## src/rtl/obf_pkg.sv

```systemverilog
package obf_pkg;

    localparam int PRE_STEPS = 3;
    localparam int FUNC_W    = 4;
    localparam logic [FUNC_W-1:0] DECOY_OUT = 4'b1111;
    localparam logic [2:0] FUNC_BASE = 3'b100;

    typedef enum logic [2:0] {
        ST_U0 = 3'b000,
        ST_U1 = 3'b001,
        ST_U2 = 3'b010,
        ST_O3 = 3'b011,
        ST_F0 = 3'b100,
        ST_F1 = 3'b101,
        ST_F2 = 3'b110,
        ST_F3 = 3'b111
    } obf_state_e;

    typedef struct packed {
        logic strobe;
        logic step;
    } func_in_t;

    function automatic logic is_startup(obf_state_e s);
        return (s == ST_U0) || (s == ST_U1) || (s == ST_U2);
    endfunction

    function automatic obf_state_e ring_next(obf_state_e s);
        case (s)
            ST_F0:   return ST_F1;
            ST_F1:   return ST_F2;
            ST_F2:   return ST_F3;
            default: return ST_F0;
        endcase
    endfunction

endpackage

```

## src/rtl/obf_preinit.sv

```systemverilog
module obf_preinit
    import obf_pkg::*;
#(
    parameter int KEY_W = 8,
    parameter logic [PRE_STEPS*KEY_W-1:0] KEY_SEQ = {8'h96, 8'h5A, 8'hC3}
) (
    input  logic             clk,
    input  logic             rst,
    input  obf_state_e       st,
    input  logic [KEY_W-1:0] key_in,
    input  logic             key_vld,
    output logic             in_pre,
    output obf_state_e       pre_nxt,
    output logic             ok_q
);

    logic [PRE_STEPS-1:0] step_hit;
    logic                 cur_hit;

    // one comparator per startup step against its expected portion
    for (genvar g = 0; g < PRE_STEPS; g++) begin : g_cmp
        assign step_hit[g] = (key_in == KEY_SEQ[g*KEY_W +: KEY_W]);
    end

    always_comb begin
        in_pre  = is_startup(st);
        cur_hit = 1'b0;
        pre_nxt = st;
        case (st)
            ST_U0: begin
                cur_hit = step_hit[0];
                if (key_vld) pre_nxt = ST_U1;
            end
            ST_U1: begin
                cur_hit = step_hit[1];
                if (key_vld) pre_nxt = ST_U2;
            end
            ST_U2: begin
                cur_hit = step_hit[2];
                if (key_vld) pre_nxt = ST_F0;
            end
            default: begin
                cur_hit = 1'b0;
                pre_nxt = st;
            end
        endcase
    end

    // first step seeds the flag; later steps can only clear it
    always_ff @(posedge clk) begin
        if (rst) begin
            ok_q <= 1'b0;
        end else if (in_pre && key_vld) begin
            if (st == ST_U0) ok_q <= cur_hit;
            else             ok_q <= ok_q & cur_hit;
        end
    end

endmodule

```

## src/rtl/obf_func.sv

```systemverilog
module obf_func
    import obf_pkg::*;
(
    input  obf_state_e st,
    input  func_in_t   fin,
    input  logic       unlocked,
    output obf_state_e func_nxt
);

    logic go;

    always_comb begin
        go       = fin.strobe & fin.step;
        func_nxt = st;
        case (st)
            ST_O3: func_nxt = ST_F0;
            ST_F2: begin
                if (go) func_nxt = unlocked ? ST_F3 : ST_O3;
            end
            ST_F0, ST_F1, ST_F3: begin
                if (go) func_nxt = ring_next(st);
            end
            default: func_nxt = st;
        endcase
    end

endmodule

```

## src/rtl/obf_outdec.sv

```systemverilog
module obf_outdec
    import obf_pkg::*;
(
    input  obf_state_e        st,
    output logic [FUNC_W-1:0] func_out
);

    logic [FUNC_W-1:0] hot;

    for (genvar i = 0; i < FUNC_W; i++) begin : g_hot
        localparam logic [2:0] CODE = FUNC_BASE + 3'(i);
        assign hot[i] = (st == obf_state_e'(CODE));
    end

    assign func_out = (st == ST_O3) ? DECOY_OUT : hot;

endmodule

```

## src/rtl/obf_interlock_fsm.sv

```systemverilog
module obf_interlock_fsm
    import obf_pkg::*;
#(
    parameter int KEY_W = 8,
    parameter logic [PRE_STEPS*KEY_W-1:0] KEY_SEQ = {8'h96, 8'h5A, 8'hC3}
) (
    input  logic             clk,
    input  logic             rst,
    input  logic [KEY_W-1:0] key_in,
    input  logic             key_vld,
    output logic [3:0]       func_out,
    output logic             path_ok,
    output logic [2:0]       state
);

    obf_state_e st_q;
    obf_state_e st_d;
    obf_state_e pre_nxt;
    obf_state_e func_nxt;
    logic       in_pre;
    logic       ok_q;
    func_in_t   fin;

    assign fin.strobe = key_vld;
    assign fin.step   = key_in[0];

    obf_preinit #(
        .KEY_W   (KEY_W),
        .KEY_SEQ (KEY_SEQ)
    ) u_pre (
        .clk     (clk),
        .rst     (rst),
        .st      (st_q),
        .key_in  (key_in),
        .key_vld (key_vld),
        .in_pre  (in_pre),
        .pre_nxt (pre_nxt),
        .ok_q    (ok_q)
    );

    obf_func u_func (
        .st       (st_q),
        .fin      (fin),
        .unlocked (ok_q),
        .func_nxt (func_nxt)
    );

    obf_outdec u_dec (
        .st       (st_q),
        .func_out (func_out)
    );

    assign st_d = in_pre ? pre_nxt : func_nxt;

    always_ff @(posedge clk) begin
        if (rst) st_q <= ST_U0;
        else     st_q <= st_d;
    end

    assign path_ok = ok_q;
    assign state   = st_q;

endmodule

```

## config.mk

```make
export PLATFORM = sky130hd
export DESIGN_NAME = obf_interlock_fsm
export DESIGN_NICKNAME = d
export VERILOG_FILES = /design/src/rtl/obf_pkg.sv /design/src/rtl/obf_preinit.sv /design/src/rtl/obf_func.sv /design/src/rtl/obf_outdec.sv /design/src/rtl/obf_interlock_fsm.sv
export SDC_FILE = /design/constraint.sdc
export NUM_CORES = 1
export LEC_CHECK = 0
export BUFFER_PORTS_ARGS = -buffer_cell sky130_fd_sc_hd__clkbuf_2
export CORE_AREA = 4 4 41 43
export DETAILED_ROUTE_END_ITERATION = 10
export DIE_AREA = 0 0 45 47
export PLACE_DENSITY = 0.57
export SYNTH_ARGS = -nofsm -noshare
export SYNTH_HDL_FRONTEND = slang
export SYNTH_SLANG_ARGS = --single-unit
```

## constraint.sdc

```tcl
create_clock -name clk -period 1.4 [get_ports clk]
set_input_delay 0.14 -clock clk [delete_from_list [all_inputs] [get_ports clk]]
set_output_delay 0.14 -clock clk [all_outputs]
set_load 0.05 [all_outputs]
```

== After elaboration in Yosys (flattened, before gate mapping) ==
Index checks and enable logic that the tools add are counted.

* Equality and inequality tests: 16
* Muxes and demuxes: 13
* Bitwise operators: 2
* Reductions and logical operators: 7

{| class="wikitable"
|+ Operator list
! kind !! count
|-
| $mux W3 || 7
|-
| $pmux W3 S3 || 2
|-
| $eq A8 B8 Y1 const B || 2
|-
| $eq A3 B3 Y1 const B || 4
|-
| $ne A3 B3 Y1 const B || 4
|-
| $eq A8 B7 Y1 const B || 1
|-
| $reduce_and A7 Y1 || 1
|-
| $eq A3 B2 Y1 const B || 2
|-
| $mux W4 || 1
|-
| $ne A4 B1 Y1 const B || 1
|-
| $pmux W2 S2 || 1
|-
| $reduce_bool A4 Y1 || 1
|-
| $eq A3 B1 Y1 const B || 1
|-
| $logic_not A3 Y1 || 1
|-
| $ne A3 B2 Y1 const B || 1
|-
| $pmux W1 S3 || 1
|-
| $reduce_or A3 Y1 || 1
|-
| $and A1 B1 Y1 || 2
|-
| $logic_or A1 B1 Y1 || 2
|-
| $logic_and A1 B1 Y1 || 1
|-
| $mux W1 || 1
|}

* Flip-flop bits (word level): 4
* Bits of input ports: 11
* Output and inout bits: 8
* Logic and storage cells: 40

== Longest topological paths before layout ==
Gate-level depths: netlist (run 1).

* Word-level depth: 5
* Mapped depth: 5

== Cells and area by module ==
From an unflattened synthesis (run 1), not the netlist that was laid out.

* Cells, all modules: 59
* Area total of the unflattened synthesis: 462.9 µm²

{| class="wikitable"
|+ By module, submodules not included
! module !! instances !! cells each !! area each (µm²) !! sequential area each (µm²)
|-
| obf_preinit || 1 || 32 || 242.7 || 20.0
|-
| obf_interlock_fsm || 1 || 9 || 101.3 || 60.1
|-
| obf_func || 1 || 11 || 63.8 || 0.0
|-
| obf_outdec || 1 || 7 || 55.1 || 0.0
|}

== Worst setup path before layout (run 1) ==
No wires, ideal clock.

* Kind: reg-to-output
* From: register st_q[2] (netlist: state[2])
* To: output port func_out[0]
* Arrival time: 2.043 ns
* Setup slack: -0.783 ns
* Stages on the path, launching flop included: 4
* Buffers on the path: 1
* Cell sequence: dfxtp_1 > buf_2 > nand2_1 > o21ai_0

* Longest elaborated chain between the ends: 2
* Elaborated cells on any way between the ends: 3
* Those cells by class: eq/ne: 2; mux: 1

{| class="wikitable"
|+ RTL lines
! what !! line !! text
|-
| start, declared || obf_interlock_fsm.sv:16 || <nowiki>obf_state_e st_q;</nowiki>
|-
| start signal, assigned || obf_interlock_fsm.sv:57 || <nowiki>else st_q <= st_d;</nowiki>
|-
| $eq A3 B3 Y1 / $eq A3 B2 Y1 (equally long branches) || -- ||
|-
| $mux W4 * || obf_outdec.sv:15 || <nowiki>assign func_out = (st == ST_O3) ? DECOY_OUT : hot;</nowiki>
|-
| end, declared || obf_interlock_fsm.sv:11 || <nowiki>output logic [3:0] func_out,</nowiki>
|}

Mark *: on every way between the ends. The rest lies on a longest branch, timed or not.

== Worst setup path in the final report (run 1) ==
* From: register st_q[1] (netlist: state[1])
* To: register u_pre.ok_q

* Longest elaborated chain between the ends: 4
* Elaborated cells on any way between the ends: 9
* Those cells by class: eq/ne: 2; mux: 2; bitwise: 1; reduce/logical: 4

{| class="wikitable"
|+ RTL lines
! what !! line !! text
|-
| $eq A3 B2 Y1 (tied with other cells) || obf_pkg.sv:25, obf_preinit.sv:29 ||
|-
| $pmux W1 S3 / $logic_or A1 B1 Y1 (equally long branches) || obf_preinit.sv:29, obf_pkg.sv:25 ||
|-
| $and A1 B1 Y1 / $logic_or A1 B1 Y1 (equally long branches) || obf_preinit.sv:55, obf_pkg.sv:25 ||
|-
| $mux W1 / $logic_and A1 B1 Y1 (equally long branches) || obf_preinit.sv:54, obf_preinit.sv:53 ||
|-
| end signal, assigned || obf_preinit.sv:54 || <nowiki>if (st == ST_U0) ok_q <= cur_hit;</nowiki>
|-
| end signal, assigned || obf_preinit.sv:55 || <nowiki>else ok_q <= ok_q & cur_hit;</nowiki>
|-
| end, declared || obf_preinit.sv:14 || <nowiki>output logic ok_q</nowiki>
|}

Several ways; a longest one is shown, not always the timed one.
A chain may end at the register's enable or synchronous reset.

==> results by stage, run 1 <==
Status:
- The flow ran to the end, but the final reports show violations.
- The checks that failed: negative setup slack.

Placed design:
- The count of buffers added on input and output ports is 18.
- The setup slack at placement is 53.2 ps.
- After detailed placement, the total cell area comes to 500 um^2.
- At the end of routability-driven placement, the weighted congestion stood at 0.764.
- Detailed placement ended at an HPWL of between 700 and 800 um.

CTS:
- TritonCTS built the clock tree.
- The buffer levels on the longest clock path is 2.
- In this run the number of H-tree levels came out at 1.
- The root buffer cell chosen for the clock tree is sky130_fd_sc_hd__clkbuf_4.
- The later pin in the worst-skew pair is clocked with a latency of 250 ps.
- After clock tree synthesis, the clock-pin slew on the worst setup and hold paths is 40 ps.
- The count of clock tree sinks is 4.
- The total CTS buffers is 3.

Route:
- The wire length after detailed routing is 1020 um.
- The post-route DRC violation count is 0.
- In this run, the number of DRC markers left after iteration 0 of detailed routing was 7.
- After detailed routing, the average wire length per cell comes to ~12 um.
- The number of search-and-repair iterations in the first detailed-routing pass is 5.
- The routed layout has approximately 430 vias.
- The remaining number of nets flagged by the antenna check after routing is 0.
- The vias per cell is 4.98.

Synth:
- Among all flip-flop cells after synthesis, the most frequent one is sky130_fd_sc_hd__dfxtp_1.
- Counting every net in the synthesized netlist gives 57.
- After synthesis, the most frequently instantiated cells are 6 x sky130_fd_sc_hd__nor2_1, 5 x sky130_fd_sc_hd__nand2_1, 4 x sky130_fd_sc_hd__dfxtp_1.
- The most common cell in the synthesized netlist is sky130_fd_sc_hd__nor2_1.
- The cell type with the highest aggregate area in the netlist is sky130_fd_sc_hd__dfxtp_1.
- The number of flops mapped to enable cells by yosys is 0.
- In this run, distinct cell masters in the synthesized netlist total 25.
- Yosys printed 0 warnings.
- After synthesis, the share of flip-flops with an asynchronous set or reset is 0.
- The synthesized cell area is 347 um^2.
- The average footprint of a synthesized cell is 7.53 um^2.
- The register bit total from synthesis is 4.
- The cell count after synthesis is 46.
- Ranked by total cell area, the synthesized netlist is headed by sky130_fd_sc_hd__dfxtp_1 23%, sky130_fd_sc_hd__or2b_2 7.6%, sky130_fd_sc_hd__nor2_1 6.5%.
- The top-area cell type share of the netlist area is 0.231.
- For this run, the register share of the synthesized area comes to 0.231.

Critical path:
- The stage delay of the slowest cell on the critical path is between 500 and 600 ps.
- The endpoint of the worst-slack reg-to-reg timing path is u_pre.ok_q$_SDFFE_PP0P_.
- Data arrives at the worst endpoint at 1570 ps.
- The worst register-to-register path has a depth of 4.
- The critical path contains buffers and inverters numbering 0 combined.
- The minimum setup slack among reg-to-reg paths is -3 ps.
- The critical register-to-register path startpoint is state[1]$_SDFFE_PP0P_.
- The slowest stage of the critical path belongs to the cell sky130_fd_sc_hd__or4b_4.
- Walking the worst path, the cells encountered are or4b_4 -> o21ai_2 -> o2111ai_2 -> a211oi_2.
- Among cell families on the critical path, the largest total delay comes from simple AND/OR/NAND/NOR gates.
- The startpoint kind of the worst setup timing path is a register.
- The critical path class is register to register.
- The highest net fanout along the worst path is 8.
- The data required time of the critical path is 1560 ps.
- The sort of element at the end of the critical path is a register.

Timing:
- Once routing completed, OpenROAD measured the worst setup slack at -3.44 ps.
- The total count of max-transition violations in the final report is 0.
- The worst pin sits at a relative slew slack of 0.682.
- Setup repair after global routing could not meet its margin everywhere.
- The top achievable clock speed is 713 MHz.
- The final number of hold-violating endpoints is 0.
- The slew at the pin closest to its max-slew limit is 465 ps.
- The post-route clock period utilization is 1.00.
- The worst clock skew is 6.39 ps.
- The clock period minus final worst setup slack is around 1400 ps.
- Setup violations remaining at the end of the flow were counted as 1.

Min path:
- In this run the most critical hold path is launched from rst.
- For hold timing, the worst endpoint is state[2]$_SDFFE_PP0P_.
- The count of cells along the worst hold path is 2.
- In this run the worst hold path is classified as primary input to register.

Cells and area:
- The share of the core filled with cells in the final layout is 0.456.
- The share of final-layout standard cells stronger than drive strength 1 is 0.648.
- The final net count is 83.
- The repair_antennas step left the layout with diodes totalling 0.
- With fillers left out, the area of the finished cells amounts to 593 um^2.
- Relative to the synthesized area, the layout overhead comes to 71.1%.

Global route:
- The global router's overall resource usage is 0.110.
- For this run the aggregate overflow at the end of global routing stands at 0.
- The number of antenna violations at the first check in global routing was 0.
- The number of global-route vias before repair is ~400.
- Entering global routing, the biggest net connects 12 pins.
- The first-pass GRT wire length is approximately 1700 um.

Pwr:
- The power share of the sequential group is 0.278.
- Summed over all cells, the static leakage comes to 0.000239 uW.
- The internal power is 311 uW.
- Of the total power, combinational logic draws 0.385.
- The switching part of the total power is 0.377.
- The clock network power share is 0.337.
- The switching power summed over all nets is 188 uW.
- The power per cell area is 841 nW/um^2.
- The worst-case IR drop observed on VDD is 0.410 mV.

Floorplan:
- The total die area is 2120 um^2.
- In this run the vertical extent of the chip is 47 um.
- The total core area is 1300 um^2.
- The floorplan step set the die width to 45 um.
- 19 I/O pins were placed.
- The effective utilization at floorplan is 0.266.
- The floorplan has 13 rows.

Flow run:
- The tool flagged a number of max-cap violations equal to 0.
-- power groups by stage --
stage / Clock [uW] / Sequential [uW] / Combinational (uW)
3_3_place_gp: 0 / 145 / 162
3_5_place_dp: 0 / 147 / 161
2_1_floorplan: 0 / 162 / 98.2
5_1_grt: 186 / 141 / 208
6_report: 168 / 139 / 192
4_1_cts: 171 / 145 / 168
-- per-stage QoR --
step	setup TNS, ps	hold WS (ps)	cells	power [uW]
after floorplan	-42.1	205	46	260
after global placement	0	381	80	307
after detailed placement	0	372	80	308
after CTS	0	123	84	484
after global routing	-78.6	136	86	535
final	-3.44	122	86	499
-- worst max path at each step --
stage,from,end,slack (ps),cells after the start
floorplan,state[0]$_SDFFE_PP0P_,u_pre.ok_q$_SDFFE_PP0P_,-40,5
global placement,state[0]$_SDFFE_PP0P_,u_pre.ok_q$_SDFFE_PP0P_,90,4
detailed placement,state[0]$_SDFFE_PP0P_,u_pre.ok_q$_SDFFE_PP0P_,50,4
CTS,state[1]$_SDFFE_PP0P_,func_out[0],8,5
global route,state[1]$_SDFFE_PP0P_,u_pre.ok_q$_SDFFE_PP0P_,-80,4
finish,state[1]$_SDFFE_PP0P_,u_pre.ok_q$_SDFFE_PP0P_,-3,4
-- timing repair --
action / 4_1_cts / 5_1_grt
buffers inserted: 0 / 2
endpoints found under the setup margin: 4 / 4
hold buffers: 0 / 0
cloned: 0 / 0
resized for setup: 9 / 8
pin swaps: 0 / 2
-- worst register-to-register path, delay by kind of cell (launching register included) --
family,cells,cell delay (ps)
AOI/OAI and AO/OA,3,440
and+or+nand+nor,1,510
DFF,1,370
-- area by class of cell --
cell class / count / area, um^2
flip-flops and latches: 4 / 88.8
repair buffers: 23 / 158
inverters: 3 / 11.3
clock buffers: 4 / 26.3
multi-input cells: 37 / 290
well taps: 15 / 18.8
fillers: 143 / 708
-- registers in the layout, summed over array words and instances, names as in the netlist --
register and count:
u_pre.ok_q 1, state 3
-- cell families (layout without fill, tap and decap cells) --
logic type	after synthesis	after routing	synth area share
compound gates	13	13	0.253
xor+xnor	2	2	0.0506
buf+inv	5	30	0.0794
flops	4	4	0.231
mux	1	1	0.0289
simple gates	21	21	0.357
-- metal layers --
layer	vias to the layer above	wire length, um	GRT usage
li1	215	-	-
met1	189	436	0.129
met2	18	479	0.169
met3	6	76	0.0192
met4	0	31	0.105
met5	-	0	0
-- cell usage in the layout (no fill, tap or decap), types with 2 or more instances in the layout --
cell type and count:
sky130_fd_sc_hd__a211oi_1 2, sky130_fd_sc_hd__nor2_1 3, sky130_fd_sc_hd__clkbuf_8 2, sky130_fd_sc_hd__clkbuf_4 3, sky130_fd_sc_hd__or2b_2 3, sky130_fd_sc_hd__inv_2 2, sky130_fd_sc_hd__nand2_1 4, sky130_fd_sc_hd__a21oi_1 2
sky130_fd_sc_hd__nor2_2 2, sky130_fd_sc_hd__dfxtp_4 2, sky130_fd_sc_hd__xnor2_1 2, sky130_fd_sc_hd__buf_4 6, sky130_fd_sc_hd__clkbuf_2 14
No activity file was read; power rests on OpenSTA's default activity.
==> run 2: changes to the inputs <==
- REMOVE_ABC_BUFFERS: not set -> 1
==> run 2 against run 1 <==
The run now ends clean. Largest power group unchanged. Combinational power decreased by 10%. Total power shrank 9.3%. Register-to-register slack improved by 70 ps. Global-route usage fell by 1.1 points. Via count down 5.8%. Hold slack better by 3.5 ps. Final cell count shrank 2.3%.
==> results by stage, run 2 (same netlist as run 1, synthesis figures left out) <==
Cells and area:
- The number of flip-flops in the largest register is 3.
- The share of the core filled with cells in the final layout is 0.408.
- The finished layout holds 84 standard cells, fillers aside.
- Leaving out fill and tap cells, the most frequent cells in the layout are 14 x sky130_fd_sc_hd__clkbuf_2, 6 x sky130_fd_sc_hd__buf_4, 5 x sky130_fd_sc_hd__nor2_1, 5 x sky130_fd_sc_hd__nand2_1, 4 x sky130_fd_sc_hd__clkbuf_4.
- The final net count is 82.
- From synthesis to final layout, the design area changed by 53.1%.
- Leaving out fill and tap cells, the most frequent cell in the layout is sky130_fd_sc_hd__clkbuf_2.
- With fillers left out, the area of the finished cells amounts to around 530 um^2.
- In the final layout, the share of cells above drive strength 1 is 0.580.
- The number of antenna diodes in the final layout is 0.

Placed design:
- The last weighted congestion value of the routability-driven placer is 0.763.
- The estimated wirelength of the detail-placed design is 762 um.
- Once placement completed, the tool counted placed cells totaling 81.
- The placed instances occupy a cell area of between 400 and 500 um^2.
- In this run the tool buffered the top-level ports with 18 buffer cells.
- Prior to clock tree synthesis, the placed netlist has a worst setup slack of 41.6 ps.

Timing:
- The worst clock skew is about 2.2 ps.
- The slew at the pin closest to its max-slew limit is ~370 ps.
- For this run, the top clock speed supported by timing is 752 MHz.
- The worst slew margin relative to its limit is 0.745.
- The final number of hold-violating endpoints came to 0.
- Subtracting the final worst setup slack from the clock period gives 1330 ps.
- Setup violations remaining at the end of the flow were counted as 0.
- The worst path meets setup with approximately 70 ps of slack.
- The total count of max-transition violations in the final report was 0.
- The post-route clock period utilization is 0.950.

Critical path:
- The sort of element at the end of the critical path is a register.
- The startpoint identified for the worst register-to-register timing path is state[0]$_SDFFE_PP0P_.
- The minimum setup slack among reg-to-reg paths is around 69 ps.
- For the worst setup path, the data required time is 1560 ps.
- Measured in cells, the most critical reg-to-reg path has a length of 4.
- The startpoint kind of the worst setup timing path is a register.
- The endpoint of the worst setup timing path is u_pre.ok_q$_SDFFE_PP0P_.
- Along the worst path, the maximum fanout reaches 4.
- The data arrival time of the critical path is around 1500 ps.
- The critical path class is register to register.
- The origin of the worst setup path is state[0]$_SDFFE_PP0P_.
- The worst register-to-register path ends at u_pre.ok_q$_SDFFE_PP0P_.

Status:
- The run finished with clean final reports.

Global route:
- Across every metal layer, demand over resource in global routing totals 0.0994.
- Entering global routing, the biggest net connects 9 pins.
- The first-pass GRT wire length is 1470 um.
- The number of antenna violations at the first check in global routing is 0.
- The number of global-route vias before repair is 390.
- The sum of overflow across all layers after global routing is 0.

Floorplan:
- The number of cell rows is 13.
- The height of the chip is 47 um.
- The total die area is 2120 um^2.
- In this run the count of I/O pins placed on the die edge is 19.
- In this run the standard cell core region covers 1300 um^2.
- The floorplan step set the die width to 45 um.
- For this configuration, the core starts out at a cell density of 0.266.

Pwr:
- Across the VDD grid, the largest voltage drop is 0.407 mV.
- Summed over all cells, the static leakage comes to 0.000230 uW.
- For this design the ratio of total power to cell area is 853 nW/um^2.

CTS:
- The later pin in the worst-skew pair is clocked with a latency of 240 ps.
- TritonCTS built the clock tree.
- In this run, CTS created clock tree buffers numbering 3.
- The post-cts hold buffer count is 0.
- The buffer levels on the longest clock path is 2.
- CTS saw 4 sinks.
- The root buffer cell chosen for the clock tree is sky130_fd_sc_hd__clkbuf_4.
- The clock slew at the register clock pins of the worst setup and hold paths is 40 ps.
- In this run the number of H-tree levels came out at 1.

Route:
- The post-route DRC violation count is 0.
- The starting DRC count in detailed routing is 1.
- The first TritonRoute pass finished after 3 iterations.
- The routed layout has 403 vias.
- The vias per cell is 4.80.
- In this run the remaining antenna-violating nets after routing total 0.
- In the final routed layout, each cell accounts on average for 11.4 um.
- The final layout contains routed wiring with a total length of between 900 and 1000 um.

Min path:
- The min-delay analysis places its worst path in the category primary input to register.
- The worst hold path begins at rst.

Flow run:
- The number of max-cap violations is 0.
run 2: cell count changes in the layout (fill, tap and decap cells not counted), sizes merged:
cell    change
clkbuf      -2
run 2: what timing repair did:
action	CTS	global route
gates resized for setup	5	12
buffers inserted	0	0
pin swaps	0	1
endpoints found under the setup margin	4	6
hold endpoints to repair	0	0
cloned	0	0
run 2: layer usage:
layer | up-vias | wire (um) | track usage
li1 | 209 | - | -
met1 | 177 | 436 | 0.115
met2 | 15 | 435 | 0.150
met3 | 2 | 76 | 0.0498
met4 | 0 | 10 | 0.0526
met5 | - | 0 | 0
run 2: power breakdown:
group | total (uW) | switching [uW] | internal [uW]
Clock | 146 | 49.6 | 96.0
Combinational | 172 | 105 | 66.7
Sequential | 135 | 10.5 | 125
run 2: critical path, cell delays in order, from the launching register on:
cell                        delay (ps)
sky130_fd_sc_hd__dfxtp_2           330
sky130_fd_sc_hd__or4b_4            530
sky130_fd_sc_hd__o21ai_2            80
sky130_fd_sc_hd__o2111ai_2         140
sky130_fd_sc_hd__a211oi_2          180
run 2: worst min path at each step:
| stage | endpoint | slack (ps) | cells past startpoint |
|---|---|---|---|
| after global routing | state[2]$_SDFFE_PP0P_ | 120 | 2 |
| after global placement | u_pre.ok_q$_SDFFE_PP0P_ | 380 | 2 |
| final | state[2]$_SDFFE_PP0P_ | 130 | 2 |
| after floorplan | state[2]$_SDFFE_PP0P_ | 210 | 1 |
| after detailed placement | u_pre.ok_q$_SDFFE_PP0P_ | 370 | 2 |
| after CTS | u_pre.ok_q$_SDFFE_PP0P_ | 120 | 2 |
run 2: final cells by class:
class,instances,area [um^2]
Fill cell,145,771
Multi-Input combinational cell,37,260
Timing Repair Buffer,22,134
Sequential cell,4,83.8
Clock buffer,3,22.5
Tap cell,15,18.8
Inverter,3,11.3
run 2: per-stage QoR:
stage               setup TNS, ps  hold slack [ps]  power [uW]
floorplan                   -3110              213         237
global placement                0              382         294
detailed placement              0              372         294
CTS                             0              125         443
global route                -13.9              120         478
finish                          0              126         452
